$ cat config.mk
export PLATFORM = sky130hd
export DESIGN_NAME = rgb2ycc_conv
export DESIGN_NICKNAME = d
export VERILOG_FILES = /design/src/rtl/ycc_pkg.sv /design/src/rtl/ycc_valid_pipe.sv /design/src/rtl/ycc_channel.sv /design/src/rtl/rgb2ycc_conv.sv
export SDC_FILE = /design/constraint.sdc
export NUM_CORES = 1
export LEC_CHECK = 0
export ABC_AREA = 1
export BUFFER_PORTS_ARGS = -buffer_cell sky130_fd_sc_hd__buf_2
export CAP_MARGIN = 20
export CORE_MARGIN = 2
export CORE_UTILIZATION = 55
export DETAILED_ROUTE_END_ITERATION = 16
export GPL_TIMING_DRIVEN = 0
export PLACE_DENSITY = 0.71
export RECOVER_POWER = 50
export SYNTH_ARGS = -nofsm -noshare
export SYNTH_HDL_FRONTEND = slang
export SYNTH_SLANG_ARGS = --single-unit
$ cat constraint.sdc
create_clock -name clk -period 9.31 [get_ports clk]
set_input_delay 2.793 -clock clk [delete_from_list [all_inputs] [get_ports clk]]
set_output_delay 2.793 -clock clk [all_outputs]
set_load 0.02 [all_outputs]
$ cat src/rtl/ycc_pkg.sv
package ycc_pkg;

    localparam int PIX_W      = 8;
    localparam int FRAC_W     = 14;
    localparam int COEF_W     = FRAC_W + 1;
    localparam int PROD_W     = PIX_W + 1 + COEF_W;
    localparam int ACC_W      = PROD_W + 2;
    localparam int CHROMA_OFS = 128;
    localparam int PIPE_DEPTH = 3;
    localparam int N_CHAN     = 3;

    typedef logic        [PIX_W-1:0]  pix_t;
    typedef logic signed [COEF_W-1:0] coef_t;
    typedef logic signed [PROD_W-1:0] prod_t;
    typedef logic signed [ACC_W-1:0]  acc_t;

    typedef struct packed {
        prod_t prod_r;
        prod_t prod_g;
        prod_t prod_b;
        acc_t  sum;
        pix_t  res;
    } chan_state_t;

    // Quantised weights: row = output channel (0 luma, 1 blue diff, 2 red diff)
    // column = input component (0 red, 1 green, 2 blue)
    function automatic coef_t weight(input int ch, input int col);
        coef_t w;
        case (ch * 3 + col)
            0: w = 15'sd4899;
            1: w = 15'sd9617;
            2: w = 15'sd1868;
            3: w = -15'sd2764;
            4: w = -15'sd5428;
            5: w = 15'sd8192;
            6: w = 15'sd8192;
            7: w = -15'sd6860;
            8: w = -15'sd1332;
            default: w = '0;
        endcase
        return w;
    endfunction

    function automatic int chan_offset(input int ch);
        return (ch == 0) ? 0 : CHROMA_OFS;
    endfunction

endpackage

$ cat src/rtl/ycc_valid_pipe.sv
module ycc_valid_pipe
    import ycc_pkg::*;
#(
    parameter int DEPTH = PIPE_DEPTH
) (
    input  logic             clk,
    input  logic             rst_n,
    input  logic             vld_i,
    output logic [DEPTH-1:0] stage_vld_o
);

    logic [DEPTH-1:0] vld_d, vld_q;

    always_comb begin
        vld_d = {vld_q[DEPTH-2:0], vld_i};
    end

    always_ff @(posedge clk or negedge rst_n) begin
        if (!rst_n) vld_q <= '0;
        else        vld_q <= vld_d;
    end

    assign stage_vld_o = vld_q;

    AST_VLD_ADVANCE: assert property (@(posedge clk) disable iff (!rst_n)
        vld_q[0] |=> vld_q[1]);

endmodule

$ cat src/rtl/ycc_channel.sv
module ycc_channel
    import ycc_pkg::*;
#(
    parameter coef_t K_R    = '0,
    parameter coef_t K_G    = '0,
    parameter coef_t K_B    = '0,
    parameter int    OFFSET = 0
) (
    input  logic clk,
    input  logic rst_n,
    input  logic ld_mul_i,
    input  logic ld_sum_i,
    input  logic ld_out_i,
    input  pix_t r_i,
    input  pix_t g_i,
    input  pix_t b_i,
    output pix_t res_o
);

    localparam acc_t BIAS    = acc_t'((OFFSET << FRAC_W) + (1 << (FRAC_W - 1)));
    localparam acc_t PIX_MAX = acc_t'((1 << PIX_W) - 1);

    chan_state_t st_d, st_q;
    acc_t        quot;

    assign quot = st_q.sum >>> FRAC_W;

    always_comb begin
        st_d = st_q;
        if (ld_mul_i) begin
            st_d.prod_r = prod_t'(signed'({1'b0, r_i})) * prod_t'(K_R);
            st_d.prod_g = prod_t'(signed'({1'b0, g_i})) * prod_t'(K_G);
            st_d.prod_b = prod_t'(signed'({1'b0, b_i})) * prod_t'(K_B);
        end
        if (ld_sum_i) begin
            st_d.sum = acc_t'(st_q.prod_r) + acc_t'(st_q.prod_g)
                     + acc_t'(st_q.prod_b) + BIAS;
        end
        if (ld_out_i) begin
            if (quot < 0)             st_d.res = '0;
            else if (quot > PIX_MAX)  st_d.res = pix_t'(PIX_MAX);
            else                      st_d.res = quot[PIX_W-1:0];
        end
    end

    always_ff @(posedge clk or negedge rst_n) begin
        if (!rst_n) st_q <= '0;
        else        st_q <= st_d;
    end

    assign res_o = st_q.res;

    AST_CLAMP_HIGH: assert property (@(posedge clk) disable iff (!rst_n)
        (ld_out_i && quot > PIX_MAX) |=> (res_o == pix_t'(PIX_MAX)));
    AST_CLAMP_LOW: assert property (@(posedge clk) disable iff (!rst_n)
        (ld_out_i && quot < 0) |=> (res_o == '0));

endmodule

$ cat src/rtl/rgb2ycc_conv.sv
module rgb2ycc_conv
    import ycc_pkg::*;
(
    input  logic       clk,
    input  logic       rst_n,
    input  logic       in_valid,
    input  logic [7:0] in_r,
    input  logic [7:0] in_g,
    input  logic [7:0] in_b,
    output logic       out_valid,
    output logic [7:0] out_y,
    output logic [7:0] out_cb,
    output logic [7:0] out_cr
);

    logic [PIPE_DEPTH-1:0] stage_vld;
    pix_t                  chan_res [N_CHAN];

    ycc_valid_pipe #(.DEPTH(PIPE_DEPTH)) u_vld (
        .clk         (clk),
        .rst_n       (rst_n),
        .vld_i       (in_valid),
        .stage_vld_o (stage_vld)
    );

    for (genvar ch = 0; ch < N_CHAN; ch++) begin : g_chan
        ycc_channel #(
            .K_R    (weight(ch, 0)),
            .K_G    (weight(ch, 1)),
            .K_B    (weight(ch, 2)),
            .OFFSET (chan_offset(ch))
        ) u_chan (
            .clk      (clk),
            .rst_n    (rst_n),
            .ld_mul_i (in_valid),
            .ld_sum_i (stage_vld[0]),
            .ld_out_i (stage_vld[1]),
            .r_i      (in_r),
            .g_i      (in_g),
            .b_i      (in_b),
            .res_o    (chan_res[ch])
        );
    end

    assign out_valid = stage_vld[PIPE_DEPTH-1];
    assign out_y     = chan_res[0];
    assign out_cb    = chan_res[1];
    assign out_cr    = chan_res[2];

    AST_LATENCY: assert property (@(posedge clk) disable iff (!rst_n)
        in_valid |-> ##3 out_valid);
    AST_HOLD_IDLE: assert property (@(posedge clk) disable iff (!rst_n)
        !out_valid |-> ($stable(out_y) && $stable(out_cb) && $stable(out_cr)));
    AST_GREY_NEUTRAL: assert property (@(posedge clk) disable iff (!rst_n)
        (in_valid && in_r == in_g && in_g == in_b) |-> ##3
        (out_y == $past(in_r, 3) && out_cb == 8'd128 && out_cr == 8'd128));

endmodule

==> flow_summary_export.csv <==
group,metric,value,unit
synthesis,synth_ff_type,"dfrtp_1",
synthesis,syn_inst,3022,
sta,setup_viol,0,
die,core_area,0.0433,mm²
layout,drive_gt1_frac,0.0522,
synthesis,synth_area,0.0242,mm²
drt,viasPerCell,5.40,
critical_path,crit_arrival,7.23,ns
sta,tightest_slew,4.56,ns
clock_network,hold_buffers,0,
critical_path,crit_fanout,6,
global_route,grt_max_degree,125,
synthesis,synth_area_leaders,"dfrtp_1 (22%), ha_1 (21%), fa_1 (16%)",
sta,final_hold_viol_count,0,
layout,fillers,3897,
drt,wirelength,65.6,mm
layout,num-nets-final,3723,
drt,ant_nets,0,
clock_network,cts_setup_buffers,0,
worst_hold_path,hold_depth,0,
drt,drt_iter0_drc,1345,
worst_hold_path,min_from,"u_vld.stage_vld_o[1]",
synthesis,synth_seq_cells,208,
sta,maxSlewViolCount,85,
drt,vias,20000,
global_route,grt_pass1_vias,20100,
sta,final.setup.tns,0,ns
synthesis,async_flop_share,1.00,
sta,timing.final.crit_share,0.735,
synthesis,synth.distinct_cells,55,
critical_path,rr_worst_depth,20,
clock_network,clock_sinks,208,
die,ios,52,
clock_network,insertion_delay,0.56,ns
critical_path,required,9.70,ns
worst_hold_path,hold_path_end,"u_vld.stage_vld_o[2]",
clock_network,cts-buffers-inserted,26,
sta,grt_setup_unrepaired,"no",
layout,antenna_cells,0,
placement,dp_hpwl,55.7,mm
clock_network,cts_tree,"yes",
critical_path,cp-end-kind,"flip-flop",
sta,slew_headroom,-2.04,
sta,setup_ws,2.47,ns
clock_network,cts_resized,0,
sta,min_period,6.84,ns
critical_path,path_class,"input port to flip-flop",
clock_network,root_buffer,"clkbuf_16",
drt,post_drt_wl_per_cell,17.7,µm
die,die_w,214,µm
critical_path,rr_startpoint,"g_chan[1].u_chan.st_q[95]",
drt,drc,0,
critical_path,start_kind,"input port",
layout,area_growth,7.81,%
sta,fmax,146,MHz
die,row_count,76,
global_route,antenna_found_initial,2,
clock_network,cts_max_path_buffers,3,
critical_path,worstReg2RegEnd,"g_chan[1].u_chan.quot[11]",
sta,clock_skew,0.0288,ns
outcome,violations,"capacitance limit, slew limit",
synthesis,yosysWarningCount,0,
die,die-area,0.0456,mm²
global_route,overflow,0,
global_route,gr-usage-all-layers,0.300,
placement,pre_cts_ws,1.94,ns
synthesis,synth_nets,3642,
synthesis,yosys.area.top_type,"dfrtp_1",
clock_network,cts_max_level,1,
layout,multiInputGateArea,0.0164,mm²
job,cap_violations,1,
clock_network,cts.clk_slew.worst_paths,0.06,ns
die,start_util,0.559,
global_route,grt_pass1_wl,106,mm
placement,gp_congestion,0.972,
synthesis,synth_top_area_share,0.215,
layout,seq_area,0.00520,mm²
outcome,status,"finished with violations",
synthesis,synth_edf_count,0,
worst_hold_path,worstHoldPathType,"flip-flop to flip-flop",
placement,place_inst,3660,
critical_path,r2r_slack,4.87,ns
placement,io_buffer_count,51,
layout,fin_cells,3705,
sta,finalHoldWorstSlack,0.374,ns
die,die_h,214,µm
drt,firstDrtPassIters,5,
synthesis,seq_area_frac_synth,0.215,
synthesis,avgSynthCellArea,8.00,µm²
-- cells by family after synthesis --
| group | share of synthesized area |
|---|---|
| AOI/OAI and AO/OA | 0.100 |
| xor gates and xnor gates | 0.0347 |
| adders and majority gates | 0.367 |
| buffers and inverters | 0.103 |
| DFF | 0.215 |
| and+or+nand+nor | 0.179 |
-- critical path: stages --
cell     delay [ns]
buf_2          0.17
fa_1           0.75
inv_1          0.11
fa_1           0.71
inv_1          0.10
fa_1           0.51
fa_1           0.51
ha_1           0.40
a21oi_1        0.20
o21ai_0        0.11
a21oi_1        0.11
o21ai_0        0.12
or2_2          0.29
nand3_1        0.21
o21ai_0        0.14
-- synthesized netlist by cell type (all sizes together), types with 13 or more instances --
cell and instances:
clkbuf 38, a21o 13, xor2 43, fa 193, nand2 684, o21ai 205
nand3 120, a21oi 168, ha 400, nand4 21, nor3 19, dfrtp 208
a31oi 19, nor2 156, or2 20, buf 29, inv 574, xnor2 52
-- how the worst max path moves through the flow --
stage / start / endpoint / cells past startpoint
after detailed placement: in_b[0] / g_chan[2].u_chan.st_q[54] / 15
after global routing: rst_n / g_chan[0].u_chan.st_q[87] / 1
final: in_b[0] / g_chan[2].u_chan.st_q[54] / 15
after floorplan: in_b[0] / g_chan[2].u_chan.st_q[54] / 14
after global placement: in_b[0] / g_chan[2].u_chan.st_q[54] / 15
after CTS: in_b[0] / g_chan[2].u_chan.st_q[54] / 15
-- state kept, by name, summed over array words and instances, names as in the netlist --
signal and cells:
g_chan.u_chan.quot 34, u_vld.stage_vld_o 3, g_chan.u_chan.res_o 24, g_chan.u_chan.st_q 147
-- placed cells by master, fill, tap and decap left out, drive strengths merged, types with 8 or more instances in the layout --
master  netlist  final
or2          20     20
xor2         43     43
inv         574    574
a21o         13     13
ha          400    400
fa          193    193
buf          29     80
dfrtp       208    208
nand3       120    120
a21oi       168    168
xnor2        52     52
nand4        21     21
clkbuf       38     75
nand3b        8      8
a31oi        19     19
nor3         19     19
nand2       684    684
o21ai       205    205
nor2        156    156
-- metrics by stage --
stage	util	instance area, µm²
floorplan	-	24200
global placement	0.581	25200
detailed placement	0.583	25200
CTS	0.604	26100
global route	0.602	26100
finish	0.602	26100
-- area by class of cell --
| cell class | instances | share of cell area |
|---|---|---|
| inverter | 574 | 0.0827 |
| multi-input combinational | 2173 | 0.630 |
| sequential | 208 | 0.200 |
| tap | 585 | 0.0281 |
| timing repair buffer | 53 | 0.0113 |
| buffer | 67 | 0.0132 |
| clock inverter | 10 | 0.00667 |
| clock buffer | 35 | 0.0282 |
-- metal layers --
| metal | share of wire | GRT usage | up-vias |
|---|---|---|---|
| li1 | - | - | 9781 |
| met1 | 0.45 | 0.405 | 9642 |
| met2 | 0.46 | 0.504 | 476 |
| met3 | 0.054 | 0.0382 | 117 |
| met4 | 0.035 | 0.0965 | 2 |
| met5 | 0.00020 | 0 | - |
Power is not shown: default switching activity piles up to over one toggle a cycle in this logic, so the estimate is an artifact.
